==> config.mk <==
export PLATFORM = sky130hd
export DESIGN_NAME = pdc_ctrl
export DESIGN_NICKNAME = d
export VERILOG_FILES = /design/src/rtl/pdc_pkg.sv /design/src/rtl/pdc_sync.sv /design/src/rtl/pdc_eval.sv /design/src/rtl/pdc_fsm.sv /design/src/rtl/pdc_ctrl.sv
export SDC_FILE = /design/constraint.sdc
export NUM_CORES = 1
export LEC_CHECK = 0
export BUFFER_PORTS_ARGS = -buffer_cell sky130_fd_sc_hd__buf_4
export CAP_MARGIN = 20
export CORE_AREA = 2 2 39 41
export DETAILED_ROUTE_END_ITERATION = 8
export DIE_AREA = 0 0 41 43
export PLACE_DENSITY = 0.61
export SYNTH_ARGS = -nofsm -noshare
export SYNTH_HDL_FRONTEND = slang
export SYNTH_SLANG_ARGS = --single-unit
==> constraint.sdc <==
create_clock -name clk -period 1.1 [get_ports clk]
set_clock_uncertainty 0.05 [all_clocks]
set_input_delay 0.22 -clock clk [delete_from_list [all_inputs] [get_ports clk]]
set_output_delay 0.22 -clock clk [all_outputs]
set_load 0.01 [all_outputs]
==> src/rtl/pdc_pkg.sv <==
package pdc_pkg;
  typedef enum logic {
    ST_RUN = 1'b0,
    ST_PD  = 1'b1
  } pd_state_e;
endpackage

==> src/rtl/pdc_sync.sv <==
// Multi-stage level synchroniser for asynchronous pins.
module pdc_sync #(
  parameter int W      = 1,
  parameter int STAGES = 2
) (
  input  logic         clk,
  input  logic         rst_n,
  input  logic [W-1:0] d_async,
  output logic [W-1:0] q_sync
);
  logic [W-1:0] stg [STAGES];

  generate
    for (genvar s = 0; s < STAGES; s++) begin : g_stage
      if (s == 0) begin : g_first
        always_ff @(posedge clk or negedge rst_n) begin
          if (!rst_n) stg[0] <= '0;
          else        stg[0] <= d_async;
        end
      end else begin : g_next
        always_ff @(posedge clk or negedge rst_n) begin
          if (!rst_n) stg[s] <= '0;
          else        stg[s] <= stg[s-1];
        end
      end
    end
  endgenerate

  assign q_sync = stg[STAGES-1];
endmodule

==> src/rtl/pdc_eval.sv <==
// Combinational evaluation of entry and wake-up conditions.
module pdc_eval #(
  parameter int N_EXT = 4
) (
  input  logic             mode_now,
  input  logic             nmi_s,
  input  logic [N_EXT-1:0] pin_s,
  input  logic [N_EXT-1:0] en,
  input  logic [N_EXT-1:0] act_hi,
  output logic             entry_ok,
  output logic             wake_any
);
  logic [N_EXT-1:0] pin_active;

  generate
    for (genvar i = 0; i < N_EXT; i++) begin : g_pin
      assign pin_active[i] = en[i] & ~(pin_s[i] ^ act_hi[i]);
    end
  endgenerate

  assign wake_any = |pin_active;

  always_comb begin
    if (mode_now) entry_ok = ~wake_any;
    else          entry_ok = ~nmi_s;
  end
endmodule

==> src/rtl/pdc_fsm.sv <==
// RUN / POWERDOWN state machine with mode latch and ignored-request pulse.
module pdc_fsm
  import pdc_pkg::*;
(
  input  logic clk,
  input  logic rst_n,
  input  logic req,
  input  logic mode_now,
  input  logic entry_ok,
  input  logic wake_any,
  output logic pd_on,
  output logic ignored,
  output logic mode_lat
);
  pd_state_e st_q, st_d;
  logic      mode_q, mode_d;
  logic      ign_q, ign_d;

  always_comb begin
    st_d   = st_q;
    mode_d = mode_q;
    ign_d  = 1'b0;
    unique case (st_q)
      ST_RUN: begin
        if (req) begin
          if (entry_ok) begin
            st_d   = ST_PD;
            mode_d = mode_now;
          end else begin
            ign_d = 1'b1;
          end
        end
      end
      ST_PD: begin
        if (mode_q && wake_any) st_d = ST_RUN;
      end
      default: st_d = ST_RUN;
    endcase
  end

  always_ff @(posedge clk or negedge rst_n) begin
    if (!rst_n) begin
      st_q   <= ST_RUN;
      mode_q <= 1'b0;
      ign_q  <= 1'b0;
    end else begin
      st_q   <= st_d;
      mode_q <= mode_d;
      ign_q  <= ign_d;
    end
  end

  assign pd_on    = (st_q == ST_PD);
  assign ignored  = ign_q;
  assign mode_lat = mode_q;
endmodule

==> src/rtl/pdc_ctrl.sv <==
// Top: power-down entry and exit controller.
module pdc_ctrl #(
  parameter int N_EXT       = 4,
  parameter int SYNC_STAGES = 2
) (
  input  logic             clk,
  input  logic             rst_n,
  input  logic             pd_req,
  input  logic             cfg_ext_wake,
  input  logic             nmi_pin,
  input  logic [N_EXT-1:0] ext_pin,
  input  logic [N_EXT-1:0] ext_en,
  input  logic [N_EXT-1:0] ext_act_hi,
  output logic             pd_active,
  output logic             req_ignored
);
  localparam int SW = N_EXT + 1;

  logic [SW-1:0]    raw_pins, syn_pins;
  logic             nmi_s;
  logic [N_EXT-1:0] ext_s;
  logic             entry_ok, wake_any, mode_lat;

  assign raw_pins = {nmi_pin, ext_pin};
  assign nmi_s    = syn_pins[SW-1];
  assign ext_s    = syn_pins[N_EXT-1:0];

  pdc_sync #(.W(SW), .STAGES(SYNC_STAGES)) u_sync (
    .clk     (clk),
    .rst_n   (rst_n),
    .d_async (raw_pins),
    .q_sync  (syn_pins)
  );

  pdc_eval #(.N_EXT(N_EXT)) u_eval (
    .mode_now (cfg_ext_wake),
    .nmi_s    (nmi_s),
    .pin_s    (ext_s),
    .en       (ext_en),
    .act_hi   (ext_act_hi),
    .entry_ok (entry_ok),
    .wake_any (wake_any)
  );

  pdc_fsm u_fsm (
    .clk      (clk),
    .rst_n    (rst_n),
    .req      (pd_req),
    .mode_now (cfg_ext_wake),
    .entry_ok (entry_ok),
    .wake_any (wake_any),
    .pd_on    (pd_active),
    .ignored  (req_ignored),
    .mode_lat (mode_lat)
  );
endmodule

==> flow_summary.json, run 1 <==
{
  "status": "finished, violations left",
  "violations": "setup timing",
  "sw_frac_of_total_pct": 25.52,
  "first_global_vias": 368,
  "wl_per_cell_um": 10.62,
  "grt_pass1_wl_um": 1366,
  "fmax_mhz": 865.3,
  "cp_max_fo": 2,
  "cp.required_ps": 830,
  "cts_tree": "done",
  "p_seq_share_pct": 48.1,
  "crit_chain": "buf_6 -> buf_6",
  "gp_congestion": 0.6585,
  "die-area_um2": 1763,
  "drive_gt1_share_pct": 40.98,
  "cpMaxStageDelayCell": "dfrtp_1",
  "p_sw_mw": 0.3032,
  "synth-simple-area-share_pct": 4.735,
  "drt_first_pass_iters": 4,
  "path_buf_inv": 2,
  "place_area_um2": 611.8,
  "setup_violations": 2,
  "cts_root_buffer": "clkbuf_4",
  "via_per_inst": 4.532,
  "fin_crit_ps": 1156,
  "cts_buffer_depth": 2,
  "ys_warn_count": 0,
  "drt_iter0_markers": 6,
  "antenna_left": 0,
  "synth.distinct_cells": 11,
  "synthArstFlopShare_pct": 100.0,
  "p_per_area_nw_per_um2": 1666,
  "synth_top_family_by_area": "compound AO/OA/AOI/OAI gates",
  "area_growth_pct": 58.77,
  "start_kind": "flop",
  "vias": 349,
  "cp_top_family": "flip-flops",
  "finish.instance_area_um2": 713.2,
  "synth_top_area_share_pct": 72.42,
  "initial_utilization_pct": 32.46,
  "synth_edf_count": 0,
  "post-route-period-util_pct": 105.1,
  "critical_path_arrival_ps": 890,
  "diodes": 0,
  "cp-end-kind": "output pin",
  "sequential_cell_area_um2": 325.3,
  "yosysTopAreaCell": "dfrtp_1",
  "final.fill_count": 136,
  "muxShareOfSynthArea_pct": 0,
  "path_common_cell": "buf_6",
  "grt_use_total_pct": 11.96,
  "multiInputGateArea_um2": 120.1,
  "hold_viol_final": 0,
  "hold_class": "input pin to flop",
  "cts.sinks": 13,
  "tightest_slew_ps": 229.7,
  "antenna_found_initial": 0,
  "synth_area_leaders": "dfrtp_1 (72%), xnor2_1 (7.8%), a22oi_2 (5.6%)",
  "synthAdderAreaFrac_pct": 0,
  "worstSkewPairLatency_ps": 270,
  "drv_slew": 0,
  "rsz0062_at_grt": "yes",
  "slew_headroom_pct": 84.56,
  "cts.reportedPaths.clkPinSlew_ps": 80,
  "synth_most_common_cell": "dfrtp_1",
  "p_leak_nw": 0.3307,
  "numCtsBuffers": 3,
  "pwr-share-clk_pct": 24.0,
  "syn_inst": 31,
  "core_um2": 1384,
  "synth_xor_area_share_pct": 7.799,
  "worst_slack_ps": -55.71,
  "fin_nets": 79,
  "synthesis.area_um2": 449.2,
  "drcViolationCount": 0,
  "drv_cap": 0,
  "h-tree-depth": 1,
  "grt-ovfl-total": 0,
  "avgSynthCellArea_um2": 14.49,
  "wirelength_um": 818,
  "dominantRegCellSynth": "dfrtp_1",
  "synth-seq-cells": 13,
  "synthesis.nets": 48,
  "die_h_um": 43,
  "critical_path_class": "flop to output pin",
  "grt_max_degree": 14,
  "die_w_um": 41,
  "ys_seq_area_share_pct": 72.42,
  "combPwrFrac_pct": 27.9,
  "slowest_delay_ps": 390,
  "dp_cells": 66,
  "intPower_mw": 0.8850,
  "final-instance-count-excl-fill": 77,
  "portBuffers": 18,
  "ys_top_cells_by_count": "dfrtp_1 (13), xnor2_1 (4), nand2_1 (3)",
  "rows": 14,
  "ir_worst_vdd_v": 0.0007391,
  "synth-compound-area-share_pct": 14.21,
  "ioPinCount": 19
}
[repair_timing]
| action | 4_1_cts | 5_1_grt |
|---|---|---|
| setup buffers | 1 | 0 |
| endpoints found under the hold margin | 18 | 0 |
| hold buffers | 6 | 0 |
| setup endpoints to repair | 2 | 4 |
| pin swaps | 4 | 1 |
| gates cloned | 0 | 0 |
| gates resized for setup | 2 | 0 |
[per-layer routing]
layer	up-vias	GRT usage, %	wire length, um
met5	-	0	0
met4	0	6.000	0
met2	15	20.00	433
met1	166	11.95	313
met3	0	4.712	70
li1	168	-	-
[layout by cell type (no fill, tap or decap)]
master         synthesis  routed
dfrtp_1               13      13
o21ai_0                1       1
xnor2_1                4       4
nand2_1                3       3
a21oi_1                2       2
nand2b_1               1       1
o31ai_1                2       2
inv_1                  1       1
nor2_1                 1       1
buf_4                  0      18
a22oi_2                2       2
a311oi_1               1       1
buf_6                  0       2
clkbuf_1               0       1
dlygate4sd3_1          0       6
clkbuf_4               0       3
[metrics by stage]
stage / setup TNS [ps] / total power [mW] / setup WS [ps] / hold WS [ps] / util, %
3_5_place_dp: -76.69 / 0.8402 / -76.69 / 21.54 / 44.21
6_report: -64.82 / 1.188 / -55.71 / 106.1 / 51.54
4_1_cts: -94.32 / 1.204 / -62.97 / 100.0 / 51.54
5_1_grt: -283.4 / 1.267 / -86.60 / 106.8 / 51.54
2_1_floorplan: 0 / 0.6904 / 7.143 / -125.6 / -
3_3_place_gp: -50.40 / 0.8321 / -50.40 / 18.82 / 44.21
[flip-flops by register name, indices dropped and copies added, names as in the netlist]
register and flops:
u_fsm.mode_lat 1, u_sync.q_sync 5, u_fsm.pd_on 1, u_fsm.ignored 1, u_sync.stg 5
[power by group through the flow]
stage / Combinational (mW) / Clock, mW / Sequential [mW]
after floorplan: 0.0961 / 0 / 0.594
after global placement: 0.256 / 0 / 0.576
after detailed placement: 0.262 / 0 / 0.578
after CTS: 0.332 / 0.300 / 0.572
after global routing: 0.367 / 0.322 / 0.579
final: 0.332 / 0.285 / 0.571
[layout make-up]
class | instances | share of cell area (%)
sequential | 13 | 45.61
tap | 16 | 2.807
clock buffer | 4 | 3.684
timing repair buffer | 26 | 30.53
inverter | 1 | 0.5263
multi-input combinational | 17 | 16.84
[final timing paths]
path	to	cells past startpoint	start	slack [ps]
setup / recovery	pd_active	2	u_fsm.pd_on	-60
hold / removal	u_fsm.ignored	2	cfg_ext_wake	110
setup reg to reg	u_fsm.mode_lat	4	u_sync.q_sync[0]	-10
hold reg to reg	u_sync.q_sync[2]	0	u_sync.stg[7]	300
max in group asynchronous	u_sync.stg[6]	2	rst_n	570
min in group asynchronous	u_sync.stg[9]	2	rst_n	260
[cells by family after synthesis]
kind of cell | Yosys count
flip-flops | 13
AO/OA/AOI/OAI | 8
AND/OR/NAND/NOR | 5
XOR/XNOR | 4
buffers and inverters | 1
(Power assumes the default switching activity.)
==> inputs of run 2 (changes only) <==
- BUFFER_PORTS_ARGS: -buffer_cell sky130_fd_sc_hd__buf_4 -> default
- CORE_AREA: 2 2 39 41 -> default
- CORE_ASPECT_RATIO: default -> 0.9
- CORE_UTILIZATION: default -> 30
- DIE_AREA: 0 0 41 43 -> default
- DONT_BUFFER_PORTS: default -> 1
- PLACE_DENSITY: 0.61 -> 0.44
==> flow_summary.json, run 2 (same netlist as run 1, synthesis figures left out) <==
{
  "grt_pass1_wl_um": 1248,
  "die_h_um": 38.71,
  "cts_buffer_depth": 2,
  "die-area_um2": 1656,
  "rows": 12,
  "cts.reportedPaths.clkPinSlew_ps": 80,
  "h-tree-depth": 1,
  "tightest_slew_ps": 547.6,
  "start_kind": "flop",
  "via_per_inst": 4.965,
  "antenna_found_initial": 0,
  "whs_endpoint": "u_fsm.ignored",
  "first_global_vias": 307,
  "hold_viol_final": 0,
  "drive_gt1_share_pct": 23.26,
  "grt-ovfl-total": 0,
  "hold_depth": 2,
  "rsz0062_at_grt": "yes",
  "worst_slack_ps": -12.08,
  "critical_path_class": "flop to flop",
  "cts_root_buffer": "clkbuf_4",
  "reg2reg_from": "u_sync.q_sync[0]",
  "fmax_mhz": 899.2,
  "postCtsSetupBuffers": 0,
  "final_cell_mix": "dfrtp_1 (13), dlygate4sd3_1 (7), xnor2_1 (3), clkbuf_4 (3)",
  "cp.required_ps": 1240,
  "r2r_setup_slack_ps": -10,
  "worstSkewPairLatency_ps": 270,
  "antenna_left": 0,
  "p_per_area_nw_per_um2": 1830,
  "slowest_delay_ps": 380,
  "cts.sinks": 13,
  "wl_per_cell_um": 12.44,
  "hold_start": "cfg_ext_wake",
  "wirelength_um": 709,
  "gp_congestion": 0.7404,
  "portBuffers": 0,
  "status": "finished, violations left",
  "setup_violations": 1,
  "grt_use_total_pct": 11.67,
  "r2r-end": "u_fsm.mode_lat",
  "fin_crit_ps": 1112,
  "drv_slew": 0,
  "cpMaxStageDelayCell": "dfrtp_1",
  "die_w_um": 42.79,
  "vias": 283,
  "ir_worst_vdd_v": 0.0009825,
  "drt_first_pass_iters": 2,
  "drcViolationCount": 0,
  "area_growth_pct": 31.48,
  "initial_utilization_pct": 34.39,
  "violations": "setup timing",
  "reg2reg_depth": 4,
  "slew_headroom_pct": 63.37,
  "cp-end-kind": "flop",
  "final_common_cell": "dfrtp_1",
  "diodes": 0,
  "core_um2": 1306,
  "crit_chain": "xnor2_1 -> a22oi_2 -> nand2_2 -> o31ai_2",
  "p_leak_nw": 0.2519,
  "critical_path_arrival_ps": 1250,
  "setup_tns_ps": -12.08,
  "drt_iter0_markers": 4,
  "drv_cap": 0,
  "post-route-period-util_pct": 101.1,
  "ioPinCount": 19,
  "dpl.hpwl_um": 501.6,
  "cts_tree": "done",
  "fin_nets": 61,
  "hold_class": "input pin to flop",
  "final.fill_count": 127,
  "fin_util_pct": 45.21,
  "grt_max_degree": 14,
  "numCtsBuffers": 3,
  "cp_max_fo": 2
}
run 2: worst max-delay path by stage:
stage / startpoint / end / depth (start not counted)
2_1_floorplan: u_sync.q_sync[1] / u_fsm.mode_lat / 4
3_3_place_gp: u_sync.q_sync[1] / u_fsm.mode_lat / 4
3_5_place_dp: u_sync.q_sync[1] / u_fsm.mode_lat / 4
4_1_cts: u_sync.q_sync[1] / u_fsm.mode_lat / 4
5_1_grt: u_sync.q_sync[0] / u_fsm.mode_lat / 4
6_report: u_sync.q_sync[0] / u_fsm.mode_lat / 4
run 2: layer usage:
metal  routed length (um)  global-route usage, %
met5                    0                      0
met4                    0                  7.031
met3                   73                  7.944
met2                  335                  18.56
met1                  300                  11.28
run 2: repair_timing:
action                                  in CTS  in global routing
endpoints found under the setup margin       1                  4
hold endpoints to repair                    19                  0
gates resized for setup                      1                  3
pin swaps                                    4                  0
hold buffers                                 7                  0
run 2: power by group:
part           internal [mW]  switching, mW
sequential             0.540         0.0349
combinational          0.118         0.0970
clock                  0.135          0.156
total                  0.793          0.288
run 2: critical path, delay by kind of cell (launching register included):
kind | cells | cell delay, ps
compound gates | 2 | 380
xor+xnor | 1 | 130
flops | 1 | 380
simple gates | 1 | 90
run 2: layout make-up:
class	instances	area, um2	area share (%)
Inverter	1	3.754	0.6356
Clock buffer	3	22.52	3.814
Clock inverter	1	5.005	0.8475
Timing Repair Buffer	8	81.33	13.77
Tap cell	14	17.52	2.966
Sequential cell	13	325.3	55.08
Multi-Input combinational cell	17	135.1	22.88
run 2: stage by stage:
| step | cells | area [um2] | hold WS [ps] | total power, mW | setup slack [ps] |
|---|---|---|---|---|---|
| floorplan | 31 | 449.2 | -125.6 | 0.6904 | 7.143 |
| global placement | 46 | 474.2 | -125.4 | 0.7327 | -55.34 |
| detailed placement | 46 | 474.2 | -125.3 | 0.7421 | -109.9 |
| CTS | 57 | 576.8 | 37.39 | 1.081 | -49.56 |
| global route | 57 | 590.6 | 39.66 | 1.153 | -112.3 |
| finish | 57 | 590.6 | 50.01 | 1.081 | -12.08 |
==> inputs of run 3 (changes only) <==
- SETUP_SLACK_MARGIN: default -> 0.2
==> flow_summary.json, run 3 (same netlist as run 1, synthesis figures left out) <==
{
  "status": "finished, violations left",
  "violations": "setup timing",
  "critical_path_class": "flop to flop",
  "cts_tree": "done",
  "h-tree-depth": 1,
  "cpMaxStageDelayCell": "dfrtp_1",
  "fmax_mhz": 844.8,
  "slew_headroom_pct": 63.04,
  "tightest_slew_ps": 552.6,
  "die-area_um2": 1656,
  "setup_tns_ps": -83.74,
  "drive_gt1_share_pct": 23.26,
  "p_leak_nw": 0.2502,
  "ir_worst_vdd_v": 0.0009105,
  "via_per_inst": 4.719,
  "drt_iter0_markers": 3,
  "final.fill_count": 133,
  "initial_utilization_pct": 34.39,
  "worstSkewPairLatency_ps": 260,
  "drcViolationCount": 0,
  "start_kind": "flop",
  "cp.required_ps": 1220,
  "sequential_cell_area_um2": 325.3,
  "setup_violations": 1,
  "cts_buffer_depth": 2,
  "post-route-period-util_pct": 107.6,
  "wirelength_um": 757,
  "grt_pass1_wl_um": 1345,
  "p_per_area_nw_per_um2": 1881,
  "rows": 12,
  "slowest_delay_ps": 390,
  "crit_chain": "xnor2_1 -> a22oi_2 -> nand2_2 -> o31ai_2",
  "first_global_vias": 322,
  "grt_max_degree": 14,
  "diodes": 0,
  "r2r_setup_slack_ps": -80,
  "wl_per_cell_um": 13.28,
  "die_w_um": 42.79,
  "cp-end-kind": "flop",
  "hold_class": "input pin to flop",
  "power.total_mw": 1.115,
  "dpl.hpwl_um": 549.2,
  "cts_root_buffer": "clkbuf_4",
  "rsz0062_at_grt": "yes",
  "drt_first_pass_iters": 2,
  "core_um2": 1306,
  "cts.reportedPaths.clkPinSlew_ps": 80,
  "critical_path_arrival_ps": 1310,
  "multiInputGateArea_um2": 138.9,
  "portBuffers": 0,
  "fin_nets": 61,
  "grt-ovfl-total": 0,
  "hold_viol_final": 0,
  "die_h_um": 38.71,
  "final_common_cell": "dfrtp_1",
  "drv_cap": 0,
  "drv_slew": 0,
  "vias": 269,
  "finish.instance_area_um2": 593.1,
  "fin_util_pct": 45.40,
  "fin_crit_ps": 1184,
  "cts.sinks": 13,
  "ioPinCount": 19,
  "place_area_um2": 481.7,
  "gp_congestion": 0.7117,
  "antenna_found_initial": 0,
  "cp_max_fo": 2,
  "grt_use_total_pct": 12.11,
  "final_cell_mix": "dfrtp_1 (13), dlygate4sd3_1 (7), xnor2_1 (4)",
  "worst_slack_ps": -83.74,
  "antenna_left": 0,
  "area_growth_pct": 32.03,
  "numCtsBuffers": 3
}
run 3: path summary, 6_finish.rpt:
kind                                   from               end  cells after the start
max                        u_sync.q_sync[1]    u_fsm.mode_lat                      4
min                                  pd_req     u_fsm.ignored                      2
max reg2reg                u_sync.q_sync[1]    u_fsm.mode_lat                      4
min reg2reg                   u_sync.stg[6]  u_sync.q_sync[1]                      0
max in group asynchronous             rst_n     u_sync.stg[9]                      1
min in group asynchronous             rst_n  u_sync.q_sync[1]                      1
run 3: final cells by class:
| class | count | area share (%) |
|---|---|---|
| flip-flops and latches | 13 | 54.85 |
| multi-input cells | 17 | 23.42 |
| repair buffers | 8 | 13.71 |
| clock buffers | 4 | 4.430 |
| well taps | 14 | 2.954 |
| inverters | 1 | 0.6329 |
run 3: per-stage QoR:
step / cells / hold WS (ps) / setup slack (ps)
global route: 57 / 29.17 / -151.9
CTS: 57 / 31.70 / -102.7
floorplan: 31 / -125.6 / 65.17
detailed placement: 46 / -125.4 / -131.0
finish: 57 / 41.50 / -83.74
global placement: 46 / -125.4 / -26.67
run 3: power by group:
| part | leakage (nW) | internal [mW] | switching [mW] |
|---|---|---|---|
| Combinational | 0.0817 | 0.136 | 0.113 |
| Clock | 0.0150 | 0.140 | 0.148 |
| Sequential | 0.154 | 0.540 | 0.0377 |
| Total | 0.250 | 0.817 | 0.299 |
run 3: what timing repair did:
item | in CTS | in global routing
setup endpoints to repair | 5 | 5
setup buffers | 0 | 0
endpoints found under the hold margin | 19 | 0
pin swaps | 1 | 0
gates cloned | 0 | 0
resized for setup | 4 | 0
hold buffers | 7 | 0
run 3: routing by layer:
layer / vias up / GRT usage, % / wire [um]
met5: - / 0 / 0
met2: 14 / 20.83 / 356
met4: 0 / 4.688 / 0
met3: 0 / 6.075 / 50
li1: 132 / - / -
met1: 123 / 12.84 / 350
run 3: worst max-delay path, delay by kind of cell (launching register included):
kind             cells  cell delay (ps)
AO/OA/AOI/OAI        2              420
flip-flops           1              390
XOR/XNOR             1              130
AND/OR/NAND/NOR      1              100
